$ cat config.mk
export PLATFORM = sky130hd
export DESIGN_NAME = write_precomp_shifter
export DESIGN_NICKNAME = d
export VERILOG_FILES = /design/src/rtl/wpc_pkg.sv /design/src/rtl/wpc_edge_detect.sv /design/src/rtl/wpc_start_select.sv /design/src/rtl/wpc_counter.sv /design/src/rtl/write_precomp_shifter.sv
export SDC_FILE = /design/constraint.sdc
export NUM_CORES = 1
export LEC_CHECK = 0
export ABC_AREA = 1
export BUFFER_PORTS_ARGS = -buffer_cell sky130_fd_sc_hd__buf_2
export CORE_AREA = 2 2 39 41
export DETAILED_ROUTE_END_ITERATION = 10
export DIE_AREA = 0 0 41 43
export PLACE_DENSITY_LB_ADDON = 0.05
export REMOVE_ABC_BUFFERS = 1
export SLEW_MARGIN = 25
export SYNTH_ARGS = -nofsm -noshare
export SYNTH_HDL_FRONTEND = slang
export SYNTH_SLANG_ARGS = --single-unit
$ cat constraint.sdc
create_clock -name clk -period 1.65 [get_ports clk]
set_input_delay 0.165 -clock clk [delete_from_list [all_inputs] [get_ports clk]]
set_output_delay 0.165 -clock clk [all_outputs]
set_load 0.02 [all_outputs]
$ cat src/rtl/wpc_pkg.sv
package wpc_pkg;

  typedef enum logic [1:0] {
    SHIFT_NONE  = 2'd0,
    SHIFT_EARLY = 2'd1,
    SHIFT_LATE  = 2'd2
  } shift_e;

  // Map mode and select lines to a shift choice.
  function automatic shift_e decode_shift(input logic mfm, input logic early, input logic late);
    shift_e s;
    if (!mfm)                s = SHIFT_NONE;   // FM: never shifted
    else if (early && !late) s = SHIFT_EARLY;
    else if (late && !early) s = SHIFT_LATE;
    else                     s = SHIFT_NONE;   // both or neither
    return s;
  endfunction

  // Clocks from load to first high output for a shift choice.
  function automatic int unsigned shift_delay(input shift_e s);
    int unsigned d;
    case (s)
      SHIFT_EARLY: d = 0;
      SHIFT_LATE:  d = 2;
      default:     d = 1;
    endcase
    return d;
  endfunction

endpackage

$ cat src/rtl/wpc_edge_detect.sv
module wpc_edge_detect (
  input  logic clk,
  input  logic rst,
  input  logic level_i,
  output logic rise_o
);
  logic level_q;

  always_ff @(posedge clk) begin
    if (rst) level_q <= 1'b0;
    else     level_q <= level_i;
  end

  assign rise_o = level_i & ~level_q;
endmodule

$ cat src/rtl/wpc_start_select.sv
module wpc_start_select
  import wpc_pkg::*;
#(
  parameter int CNT_W = 4
) (
  input  logic             mfm_i,
  input  logic             early_i,
  input  logic             late_i,
  output logic [CNT_W-1:0] start_o,
  output shift_e           shift_o
);
  // First pulse state: all ones except bit 0.
  localparam logic [CNT_W-1:0] PULSE_START = {{(CNT_W-1){1'b1}}, 1'b0};

  function automatic logic [CNT_W-1:0] start_for(input shift_e s);
    return PULSE_START - CNT_W'(shift_delay(s));
  endfunction

  always_comb begin
    shift_o = decode_shift(mfm_i, early_i, late_i);
    start_o = start_for(shift_o);
  end
endmodule

$ cat src/rtl/wpc_counter.sv
module wpc_counter #(
  parameter int CNT_W = 4
) (
  input  logic             clk,
  input  logic             rst,
  input  logic             load_i,
  input  logic [CNT_W-1:0] load_val_i,
  output logic [CNT_W-1:0] count_o,
  output logic             pulse_o
);
  localparam logic [CNT_W-1:0] IDLE = '0;

  logic [CNT_W-1:0] count_q;
  logic             running;

  assign running = (count_q != IDLE);

  always_ff @(posedge clk) begin
    if (rst)          count_q <= IDLE;
    else if (load_i)  count_q <= load_val_i;
    else if (running) count_q <= count_q + 1'b1;  // wraps to IDLE, then holds
  end

  // High in the top two states only (bit 1 over the reachable states).
  assign pulse_o = &count_q[CNT_W-1:1];
  assign count_o = count_q;
endmodule

$ cat src/rtl/write_precomp_shifter.sv
module write_precomp_shifter
  import wpc_pkg::*;
#(
  parameter int CNT_W = 4
) (
  input  logic clk,
  input  logic rst,
  input  logic wstrobe_i,
  input  logic early_i,
  input  logic late_i,
  input  logic mfm_i,
  output logic wpulse_o
);
  logic             strobe_rise;
  logic [CNT_W-1:0] load_value;
  logic [CNT_W-1:0] count_q;
  shift_e           shift_sel;

  wpc_edge_detect u_edge (
    .clk     (clk),
    .rst     (rst),
    .level_i (wstrobe_i),
    .rise_o  (strobe_rise)
  );

  wpc_start_select #(.CNT_W(CNT_W)) u_sel (
    .mfm_i   (mfm_i),
    .early_i (early_i),
    .late_i  (late_i),
    .start_o (load_value),
    .shift_o (shift_sel)
  );

  wpc_counter #(.CNT_W(CNT_W)) u_cnt (
    .clk        (clk),
    .rst        (rst),
    .load_i     (strobe_rise),
    .load_val_i (load_value),
    .count_o    (count_q),
    .pulse_o    (wpulse_o)
  );
endmodule

Word-level counts from Yosys, hierarchy flattened
Cells that the tools add are included.
- $add $sub $neg: 2
- equal/unequal tests: 2
- mux-type cells: 6
- bitwise gates (word level): 2
- reduce and logical (&&, ||, !) cells: 7
- operator list (cell ; count):
    $mux 4 ; 2
    $mux 2 ; 3
    $add 4x1->4 const B ; 1
    $pmux 2 s2 ; 1
    $reduce_bool 4->1 ; 1
    $sub 2x3->4 const A ; 1
    $reduce_and 3->1 ; 1
    $eq 2x1->1 const B ; 1
    $eq 2x2->1 const B ; 1
    $logic_and 1x1->1 ; 2
    $logic_not 1->1 ; 2
    $reduce_bool 2->1 ; 1
    $and 1x1->1 ; 1
    $not 1->1 ; 1
- bits in registers: 5
- input port bits: 6
- word-level logic and storage cells: 21

Depth between registers and ports, before layout
Gate-level depths: netlist (run 1).
- word-level depth: 9
- gate-level depth with buffers: 9
- gate-level depth less buffers: 9

By module
A second synthesis (run 1) with hierarchy kept.
- cells, all modules: 63
- area, all modules: 371.6 um2
- by module, submodules not included (module ; times used ; cells each ; area each (um2) ; seq. area each (um2)):
    wpc_counter ; 1 ; 46 ; 267.8 ; 80.1
    wpc_start_select ; 1 ; 13 ; 72.6 ; 0.0
    wpc_edge_detect ; 1 ; 4 ; 31.3 ; 20.0

Least setup slack after synthesis (run 1)
No wires, ideal clock.
- kind: reg2out
- start: reg u_cnt.count_q[2] (netlist: u_cnt.count_o[2])
- end: out wpulse_o
- data arrival time: 977 ps
- setup slack: 508 ps
- stages on the path, launching flop included: 3
- path buffers: 0
- path through: dfxtp_1 inv_1 nor3_1
- cells in the longest elaborated chain, start to end: 1
- ends and longest elaborated chain (what ; RTL line ; text):
    start: declaration ; wpc_counter.sv:13 ; logic [CNT_W-1:0] count_q;
    start signal: assignment ; wpc_counter.sv:20 ; else if (load_i) count_q <= load_val_i;
    start signal: assignment ; wpc_counter.sv:21 ; else if (running) count_q <= count_q + 1'b1;
    $reduce_and 3->1 ; wpc_counter.sv:25 ; assign pulse_o = &count_q[CNT_W-1:1];
    end: declaration ; write_precomp_shifter.sv:12 ; output logic wpulse_o
No other way between the ends.

Worst setup path in the final report (run 1)
Ends and elaborated chain as after synthesis.

==> results.md, run 1 <==
Pwr:
- The total power consumption of the routed design is between 300 and 400 µW.
- Dividing total power by cell area gives a power density of 976 mW/mm².
- VDD sags by at most just over 0.6 mV.
- The cell leakage power is between 0.0002 and 0.00025 µW.

Final layout:
- From synthesis to final layout, the design area changed by 23.5%.
- The layout net count is a little under 70.
- The library cell used most frequently in the layout, excluding fill and tap cells, is nand2_1.
- 0 antenna diodes ended up in the layout.
- The final non-filler cell total is 75.
- The share of layout cells above drive strength 1 is about a fifth.
- Fill cells in the final layout number around 170.
- The library cells used most frequently in the layout, excluding fill and tap cells, are 11 x nand2_1, 10 x inv_1, 7 x nor2_1.
- The post-route standard cell area excluding fillers is about 400 µm².

Floorplan:
- The core box area is about 0.0014 mm².
- The die outline width is about 41 µm.
- The initial utilization of the core area, before any placement, comes to 23.5%.
- The vertical die dimension is 43 µm.
- The die covers approximately 0.0018 mm².
- The floorplan has 14 rows.
- The number of I/O pins is 7.

Timing:
- The maximum achievable frequency is between 0.7 and 0.8 GHz.
- The transition time of the tightest slew-check pin is approximately 200 ps.
- The number of hold violations in the final report is 0.
- Setup violations remaining at the end of the flow were counted as 0.
- The worst path uses 79.6% of the clock period.
- For the final routed database, the setup TNS stands at 0 ps.
- The number of pins with negative max-slew slack in the final report is 0.
- Setup repair after global routing left no endpoint under its margin.
- The clock tree skew after final layout is 0.282 ps.
- The routed design could run at a clock period as short as 1310 ps.
- The worst hold slack across all endpoints is around 88 ps.
- The headroom to the max-slew limit is 86.4%.

Synthesis:
- After synthesis, the netlist uses 14 different library cells.
- The share of the synthesized area in the top cell type is 30.8%.
- The post-synthesis xor/xnor area fraction is 0%.
- The synthesized netlist devotes approximately 3.1% of its cell area to compound gates.
- Summing the areas of all and, or, nand and nor instances in the mapped netlist gives a little over two fifths of the synthesized area.
- The post-synthesis sequential element count is 5.
- The mapped netlist covers 325 µm².
- The cell type with the largest total area after synthesis is dfxtp_1.
- The synthesized instance count is between 40 and 50.
- In the synthesized netlist, mux cells make up 0% of the area.
- After Yosys synthesis, full adders, half adders and majority gates account for a little under an eighth of the synthesized area.
- The per-instance average area after synthesis is between 6 and 7 µm².
- The count of warnings emitted by yosys is 0.
- The largest family of logic cells by synthesized area is simple AND/OR/NAND/NOR gates.
- Sequential cells were found to cover a little under a third of the synthesized design area.
- Sorting the synthesized cells by area gives the leading types as dfxtp_1 31%, nand2_1 13%, ha_1 12%.

Routing:
- The routed via count is 313.
- Summed over all layers, the routed wires come to approximately 640 µm.
- The detail-routed via count per cell is 4.17.
- The DRC violation total after the first TritonRoute iteration is 1.
- The count of nets left with antenna violations once routing finished came out at 0.
- The first TritonRoute pass finished after 2 iterations.
- The per-cell routed wire length is approximately 8.6 µm.
- The remaining design rule violation count is 0.

Setup path:
- Data arrives at the worst endpoint at 1150 ps.
- The element type at the critical path end is a primary output.
- The worst setup path is launched from a register.
- The data required time of the worst path is 1480 ps.
- The worst setup path is of the register to primary output kind.
- Along the worst path, the maximum fanout reaches 4.

Clock tree:
- The number of gates resized after CTS is 0.
- The number of clock sinks is 5.
- The clock root buffer master is clkbuf_4.
- CTS built an H-tree with a depth of 1.
- TritonCTS created 3 clock buffers.
- The clock passes through at most 2 buffers.
- TritonCTS built the clock tree.
- After clock tree synthesis, the clock-pin slew on the worst setup and hold paths is approximately 40 ps.
- After clock tree synthesis, the setup repair step added 0 buffers.
- The clock insertion delay at the later pin of the skew report is about 240 ps.
- The count of hold buffers inserted by post-cts repair is 0.

Run status:
- The flow ran to the end, and the final reports show no timing, DRC or antenna violations.

Place:
- The total placed cells including tap cells is 71.
- Once placement finished, the instance area stood at around 380 µm².
- At the end of routability-driven placement, the weighted congestion stood at 0.651.
- Port buffering added 6 buffers.
- After legalization and detailed placement, the total HPWL measured ~530 µm.

Job:
- The number of maximum-capacitance constraint violations is 0.

GRT:
- The final global-route overflow total is 0.
- The first global-routing pass estimated about 1.1 mm of wire.
- The initial antenna violation count came to 0.
- Entering global routing, the biggest net connects 7 pins.
- The number of global-route vias before repair is 299.
- For this run, the total global-route usage over all layers was measured as under 10%.

Hold path:
- The kind of path behind the tightest hold check is input port to register.
worst max-delay path: stages, from the launching register on:
cell     delay [ps]
dfxtp_1         420
inv_1           100
nor3_1          200
buf_2           190
power by group:
part           leakage (µW)  internal [µW]  switching [µW]
combinational      0.000167           39.5            54.0
sequential        0.0000417            137            19.8
clock             0.0000150           91.4            50.0
layer usage:
layer | track usage, % | vias up | wire [µm]
li1 | - | 171 | -
met1 | 11.6 | 135 | 316
met2 | 14.1 | 7 | 301
met3 | 7.85 | 0 | 26
met4 | 2.00 | 0 | 0
met5 | 0 | - | 0
area by class of cell:
type / count / area, µm² / area share [%]
repair buffers: 6 / 30.0 / 7.48
clock buffers: 4 / 26.3 / 6.54
flip-flops and latches: 5 / 100 / 24.9
inverters: 10 / 37.5 / 9.35
well taps: 16 / 20.0 / 4.98
multi-input cells: 34 / 188 / 46.7
cell families after synthesis:
| kind of cell | after synthesis |
|---|---|
| flip-flops | 5 |
| AO/OA/AOI/OAI | 2 |
| adder cells (fa/ha/maj) | 3 |
| buffers and inverters | 10 |
| AND/OR/NAND/NOR | 29 |
path summary, 6_finish.rpt:
kind / startpoint / end / slack, ps / cells past startpoint
hold / removal: rst / u_edge.level_q$_SDFF_PP0_ / 90 / 2
hold reg to reg: u_cnt.count_o[0]$_SDFFE_PP0P_ / u_cnt.count_o[0]$_SDFFE_PP0P_ / 560 / 2
setup / recovery: u_cnt.count_o[2]$_SDFFE_PP0P_ / wpulse_o / 340 / 3
setup reg to reg: u_cnt.count_o[0]$_SDFFE_PP0P_ / u_cnt.count_o[1]$_SDFFE_PP0P_ / 520 / 6
Yosys cell counts:
master,n
a21oi_1,1
nand4_1,2
nor2_1,7
nand2_1,11
o21ai_1,1
nand3b_1,1
nor2_4,1
dfxtp_1,5
ha_1,3
nor3_1,1
nand2_2,1
nand3_1,4
nand3_2,1
inv_1,10
through the flow:
| step | utilization, % | setup WS [ps] |
|---|---|---|
| finish | 29.0 | 337 |
| global route | 29.0 | 249 |
| CTS | 29.0 | 333 |
| detailed placement | 27.1 | 515 |
| global placement | 27.1 | 524 |
| floorplan | - | 508 |
registers in the layout, indices dropped and copies added (netlist names):
| name | cells |
|---|---|
| u_cnt.count_o | 4 |
| u_edge.level_q | 1 |
No activity file was read; power rests on OpenSTA's default activity.
==> run 2: changes to the inputs <==
- clock period: 1.65 -> 1.3 ns (I/O delays scaled with it)
==> run 2 against run 1 <==
  * Final cell count increased by 1.3%
  * Sequential power grew 24%
  * Critical endpoint unchanged
  * Global-route usage decreased by 1.1 points
  * Combinational power grew 41%
  * Highest routed layer unchanged
  * Critical path type unchanged
  * Non-clock buffer count is 1 higher
==> results.md, run 2 (synthesis gave the netlist of run 1 again) <==
Floorplan:
- The number of placement rows is 14.
- The number of I/O pins is 7.
- The die outline width is roughly 41 µm.
- The initial utilization of the core area, before any placement, comes to a little under a quarter.
- The full die area is approximately 0.0018 mm².
- Measured along the y axis, the die boundary spans between 40 and 50 µm.
- The floorplan step defined a core boundary enclosing approximately 0.0014 mm².

GRT:
- The total global-route track usage is just under 9%.
- The initial antenna violation count is 0.
- The largest net degree at the start of global routing is 7.
- The first global-routing pass estimated around 1.0 mm of wire.
- The number of global-route vias before repair is between 200 and 300.
- Global routing finished with a remaining overflow of 0.

Pwr:
- Per report_power, the clock group accounts for between 30% and 40% of the total.
- Net switching is about a third of the power.
- Across the VDD grid, the largest voltage drop is 0.530 mV.
- The cell leakage power is around 0.00023 µW.
- The sequential share of power is 37.8%.
- The internal portion of total power is around 350 µW.
- The portion of total power attributed to combinational logic is roughly a quarter.
- The cell area power density is about 1200 mW/mm².
- The switching power summed over all nets is between 150 and 200 µW.

Timing:
- For this run, the top clock speed supported by timing is 0.835 GHz.
- The total of endpoints with negative setup slack in the final report is 0.
- The number of pins with negative max-slew slack in the final report is 0.
- Summed over all failing endpoints, the final setup total negative slack is 0 ps.
- The post-route fraction of the period consumed by the critical path is approximately 90%.
- The number of hold violations in the final report was 0.
- At the pin with the least slew margin, the transition time is roughly 180 ps.
- Measured against its own limit, the worst slew margin works out to roughly 88%.
- In the post-route analysis, the smallest setup slack over all paths is between 100 and 150 ps.
- The clock arrives with about 4.5 ps of skew.
- The final critical delay including setup and external delays is ~1200 ps.
- The worst hold slack across all endpoints is slightly below 50 ps.
- Setup repair after global routing left no endpoint under its margin.

Final layout:
- The register with the most flip-flops in the layout has 4 of them.
- The final layout contains 70 nets.
- In the final layout, the share of cells above drive strength 1 is 23.3%.
- The count of inserted antenna diode cells is 0.
- The area overhead of the layout relative to synthesis is 26.2%.
- Leaving out fill and tap cells, the most frequent cells in the layout are 11 x nand2_1, 10 x inv_1, 7 x nor2_1.
- The commonest non-fill, non-tap cell in the layout is nand2_1.

Place:
- The number of input and output port buffers inserted is 6.
- At the placement stage, the worst setup path has a slack of slightly above 200 ps.
- The congestion estimate from routability-driven global placement came to 0.635.
- The total half-perimeter wirelength after legalization and detailed placement is roughly 520 µm.

Routing:
- The routed layout has around 320 vias.
- The DRC violation total after the first TritonRoute iteration is 6.
- The antenna violation net count after detailed routing is 0.
- After detailed routing, the number of remaining DRC violations is 0.
- The pre-antenna-repair detailed-routing pass consisted of 2 iterations.
- Dividing the detail-routed via count by the number of cells gives roughly 4.2.
- The total detailed-routing wirelength is 650 µm.
- In the final routed layout, each cell accounts on average for ~8.6 µm.

Hold path:
- The worst hold path depth is 2.
- In this run the worst hold path is classified as input port to register.

Setup path:
- The data required time of the worst path is ~1200 ps.
- The cell depth of the worst flop-to-flop path is 6.
- Walking the worst path, the cells encountered are inv_1 -> nor3_1 -> buf_2.
- The worst path buffer plus inverter count is 2.
- Data on the critical path arrives at its endpoint at 1070 ps.
- The family with the most delay on the worst path is flip-flops.
- The worst setup path is launched from a register.
- The class of the most critical setup path is register to primary output.
- The element type at the critical path end is a primary output.
- The maximum fanout encountered on the critical timing path is 3.
- The slowest cell on the critical path is dfxtp_1.
- Counting buffers and inverters, the worst setup path is 3 cells deep.
- The delay of the slowest cell on the worst path is ~400 ps.

Clock tree:
- After clock tree synthesis, the flow added hold-fix buffers numbering 0.
- The depth of the CTS H-tree is 1.
- The number of buffers inserted during clock tree synthesis is 3.
- The number of setup buffers added after CTS is 0.
- TritonCTS built the clock tree.
- The worst-case clock buffer depth is 2.
- The clock insertion delay at the later pin of the skew report is between 200 and 300 ps.
- The clock root buffer master is clkbuf_4.
- The number of clock sinks is 5.
- The clock-pin transition on the worst setup and hold timing paths is 50 ps.

Run status:
- The flow ran to the end, and the final reports show no timing, DRC or antenna violations.

Job:
- The number of maximum-capacitance constraint violations is 0.
run 2: cell count changes in the layout (fill, tap and decap cells not counted):
cell,previous run,this run
dfxtp_1,5,4
dfxtp_2,0,1
buf_4,0,1
run 2: repair_timing:
| item | CTS | global route |
|---|---|---|
| setup endpoints to repair | 0 | 1 |
| resized for setup | 0 | 1 |
| hold endpoints to repair | 0 | 0 |
run 2: through the flow:
stage               std cells  area [µm²]  util [%]  power [µW]
global placement           72         383      27.7         332
detailed placement         72         383      27.7         328
finish                     76         410      29.7         512
CTS                        76         409      29.6         517
global route               76         410      29.7         545
floorplan                  49         325         -         289
run 2: metal layers:
layer | wire length (µm) | global-route usage (%) | part of all wire [%]
met3 | 54 | 6.28 | 8.3
met4 | 0 | 2.00 | 0
met1 | 268 | 8.39 | 41
met5 | 0 | 0 | 0
met2 | 327 | 14.7 | 50
run 2: final timing paths:
| kind | from | to | slack [ps] |
|---|---|---|---|
| setup / recovery | u_cnt.count_o[3]$_SDFFE_PP0P_ | wpulse_o | 100 |
| hold / removal | rst | u_edge.level_q$_SDFF_PP0_ | 50 |
| setup reg to reg | u_cnt.count_o[1]$_SDFFE_PP0P_ | u_cnt.count_o[1]$_SDFFE_PP0P_ | 230 |
| hold reg to reg | u_cnt.count_o[2]$_SDFFE_PP0P_ | u_cnt.count_o[2]$_SDFFE_PP0P_ | 600 |
run 2: power groups by stage:
stage	clock [µW]	sequential [µW]	combinational, µW
after global routing	200	196	149
after global placement	0	198	134
final	186	194	132
after detailed placement	0	195	133
after CTS	191	192	134
after floorplan	0	196	93.5
run 2: cell type report:
type	count	area (µm²)
fill	159	973
tap	16	20.0
multi-input combinational	34	188
clock buffer	4	26.3
sequential	5	101
timing repair buffer	7	37.5
inverter	10	37.5
run 2: worst reg2reg max path, delay by kind of cell (launching register included):
kind | cells | cell delay, ps
adder cells (fa/ha/maj) | 1 | 270
flip-flops | 1 | 360
AND/OR/NAND/NOR | 4 | 250
buffers and inverters | 1 | 80
==> run 3: changes to the inputs <==
- ABC_AREA: 1 -> unset
- ABC_CLOCK_PERIOD_IN_PS: unset -> 1300
==> run 3 against run 2 <==
  * Setup slack lost 5.0 ps
  * Maximum frequency shrank 0.42%
  * Hold slack gained 68 ps
  * Cell area shrank 1.8%
  * Die area is the same
  * Clock power is essentially flat
  * Final cell count shrank 21%
  * Clock skew is essentially flat
  * Sequential power shrank 5%
  * Core utilization shrank 0.54 points
  * Total power shrank 2.2%
  * Largest power group unchanged
  * Highest routed layer is now met4
==> results.md, run 3 <==
Hold path:
- Along the worst hold path, the cell count comes to 2.
- The worst hold path terminates at u_edge.level_q$_SDFF_PP0_.
- The hold path startpoint is wstrobe_i.
- The kind of path behind the tightest hold check is input port to register.

Clock tree:
- Counting the buffers created by CTS gives 3.
- In this run the deepest clock path goes through 2 buffers.
- Once the clock tree was built, the setup fixing pass inserted 0 buffers.
- The count of hold buffers inserted by post-cts repair is 0.
- TritonCTS built the clock tree.
- The depth of the CTS H-tree is 1.
- The number of clock sinks is 5.
- The number of gates resized after CTS is 0.
- The clock root buffer master is clkbuf_4.
- Clock-pin slew was measured on the worst setup and hold paths at roughly 50 ps.
- The clock reaches the later pin of the worst-skew pair after between 200 and 250 ps.

Routing:
- The routed layout has 251 vias.
- The detail-routed via count per cell is around 4.2.
- The antenna violation net count after detailed routing is 0.
- The detailed router finished its first iteration with 4 violations.
- The remaining design rule violation count is 0.
- The per-cell routed wire length is about 9 µm.
- The total detailed-routing wirelength is approximately 550 µm.
- The iteration count of the initial detailed-routing pass is 4.

Timing:
- The number of pins with negative max-slew slack in the final report came to 0.
- The post-route fraction of the period consumed by the critical path is between 90% and 100%.
- The clock period could shrink to about 1200 ps.
- Setup repair after global routing left no endpoint under its margin.
- The number of hold violations in the final report came to 0.
- Setup violations remaining at the end of the flow were counted as 0.
- The headroom to the max-slew limit is between 80% and 90%.
- After layout, the worst setup slack is about 98 ps.
- The transition time of the tightest slew-check pin is 277 ps.
- For the final routed database, the setup TNS stands at 0 ps.
- The clock tree skew after final layout is slightly above 4 ps.
- For this run, the top clock speed supported by timing is a little over 0.8 GHz.

Final layout:
- The final non-filler cell total is 60.
- The area overhead of the layout relative to synthesis is 35.9%.
- In the layout the commonest cells are 6 x buf_2, 5 x dfxtp_1, 4 x buf_4.
- The register with the most flip-flops in the layout has 4 of them.
- The count of inserted antenna diode cells is 0.
- The fraction of the core area covered by cells at the end of the flow is about 29%.
- The count of filler cells inserted in the layout is 150.
- The post-route netlist has 36.4% of its cells at a drive strength greater than 1.
- The library cell used most frequently in the layout, excluding fill and tap cells, is buf_2.
- The layout net count is 54.

Setup path:
- The maximum fanout encountered on the critical timing path is 4.
- In this run the critical register-to-register path is captured at u_cnt.count_o[1]$_SDFFE_PP0P_.
- Data on the critical path arrives at its endpoint at 1320 ps.
- The worst setup path is captured at a register.
- STA classifies the critical path startpoint as a register.
- The slack of the worst reg-to-reg path is around 98 ps.
- The worst register-to-register path begins at u_cnt.count_o[0]$_SDFFE_PP0P_.
- The critical path in this run is classified as register to register.
- The data required time of the worst path is around 1400 ps.
- The cell depth of the worst flop-to-flop path is 5.

Floorplan:
- The number of I/O pins is 7.
- The floorplan step set the die height to roughly 43 µm.
- The starting utilization of the core area is around 21%.
- The number of placement rows is 14.
- The full die area is between 0.0015 and 0.002 mm².
- The core box area is about 0.0014 mm².
- The die outline width is 41 µm.

Synthesis:
- In the synthesized netlist, the number of instances is 30.
- Counting instances in the post-synthesis netlist gives the leading cell types as 5 x dfxtp_1, 3 x ha_1, 3 x nor2_1.
- The cell area after synthesis is just under 300 µm².
- dfxtp_1 is the most common cell in the netlist.
- After synthesis the netlist holds a flip-flop and latch count of 5.
- Counting flops with an async set or reset pin after synthesis yields a share of 0%.
- The synthesized design spends more area on one cell type than any other, namely dfxtp_1.
- The synthesized netlist contains 20 unique library cells.
- The sequential fraction of the synthesis area is about a third.
- The top cell type by area accounts for 33.8% of the synthesized area.
- The per-instance average area after synthesis is roughly 9.9 µm².
- The count of warnings emitted by yosys is 0.
- By area the synthesized netlist is led by dfxtp_1 34%, ha_1 13%, nor3b_4 6.3%.
- The most used flip-flop cell after synthesis is dfxtp_1.
- The number of enable-type register cells in the synthesized netlist is 0.

GRT:
- The largest net degree at the start of global routing is 8.
- The total global-route track usage is between 8 and 9%.
- The final global-route overflow total is 0.
- The initial antenna violation count is 0.
- The first global-routing pass estimated 972 µm of wire.
- The number of global-route vias before repair was about 250.

Pwr:
- Power spread over the standard cell area amounts to 1240 mW/mm².
- The worst voltage drop across the vdd grid is about 0.50 mV.
- The analysis attributes to cell leakage a power of approximately 0.00018 µW.

Place:
- The total half-perimeter wirelength after legalization and detailed placement is around 420 µm.
- The count of buffers added on input and output ports is 6.
- Routability-driven placement finished with a final weighted congestion of 0.738.
- Prior to clock tree synthesis, the placed netlist has a worst setup slack of about 85 ps.
- The total placed cells including tap cells is 54.

Job:
- The tool flagged a number of max-cap violations equal to 0.

Run status:
- The flow ran to the end, and the final reports show no timing, DRC or antenna violations.
==> run 3: changes by cell type in the layout (fill, tap and decap cells not counted), sizes merged, moves of 2 or more <==
cell	previous run	this run
nor2	8	3
nand2b	0	2
buf	7	10
nand2	12	1
inv	10	2
nand3	5	1
nand4	2	0
==> run 3: worst max-delay path by stage <==
stage | from | end | slack [ps] | cells after the start
2_1_floorplan | u_cnt.count_o[0]$_SDFFE_PP0P_ | u_cnt.count_o[1]$_SDFFE_PP0P_ | 140 | 5
3_3_place_gp | u_cnt.count_o[1]$_SDFFE_PP0P_ | u_cnt.count_o[1]$_SDFFE_PP0P_ | 90 | 5
3_5_place_dp | u_cnt.count_o[1]$_SDFFE_PP0P_ | u_cnt.count_o[1]$_SDFFE_PP0P_ | 90 | 5
4_1_cts | u_cnt.count_o[1]$_SDFFE_PP0P_ | u_cnt.count_o[1]$_SDFFE_PP0P_ | 80 | 5
5_1_grt | u_cnt.count_o[1]$_SDFFE_PP0P_ | u_cnt.count_o[1]$_SDFFE_PP0P_ | 10 | 5
6_report | u_cnt.count_o[0]$_SDFFE_PP0P_ | u_cnt.count_o[1]$_SDFFE_PP0P_ | 100 | 5
==> run 3: worst max-delay path: stages, from the launching register on <==
cell and delay [ps]:
dfxtp_1 300, inv_1 50, ha_1 140, nor3b_4 240, mux2i_1 250, a211oi_2 90
==> run 3: per-stage QoR <==
| step | power [µW] | area (µm²) | hold WS [ps] |
|---|---|---|---|
| 6_report | 500 | 403 | 117 |
| 5_1_grt | 540 | 403 | 139 |
| 4_1_cts | 490 | 388 | 118 |
| 3_5_place_dp | 303 | 362 | 364 |
| 3_3_place_gp | 306 | 362 | 362 |
| 2_1_floorplan | 264 | 297 | 195 |
==> run 3: layout make-up <==
type                            count  area, µm²  area share [%]
Clock buffer                        4       26.3            6.52
Inverter                            2       7.51            1.86
Multi-Input combinational cell     23        189            46.9
Sequential cell                     5        100            24.8
Tap cell                           16       20.0            4.97
Timing Repair Buffer               10       60.1            14.9
==> run 3: cells by family (layout without fill, tap and decap cells) <==
| group | count (synthesis) | count (layout) | share of synthesized area (%) |
|---|---|---|---|
| AOI/OAI and AO/OA | 4 | 4 | 11.4 |
| adders and majority gates | 3 | 3 | 12.7 |
| buffers and inverters | 2 | 16 | 2.53 |
| and+or+nand+nor | 13 | 13 | 30.4 |
| xor gates and xnor gates | 2 | 2 | 5.91 |
| DFF | 5 | 5 | 33.8 |
| muxes | 1 | 1 | 3.38 |
==> run 3: report_power, final <==
group	internal [µW]	switching [µW]	leakage (µW)
combinational	77.0	55.3	0.000128
clock	116	67.3	0.0000150
sequential	171	13.2	0.0000417
==> run 3: per-layer routing <==
layer  track usage (%)  share of wire (%)
met3              3.14                6.0
met2              11.6                 42
met1              9.65                 47
met4              10.0                3.8
met5                 0                  0
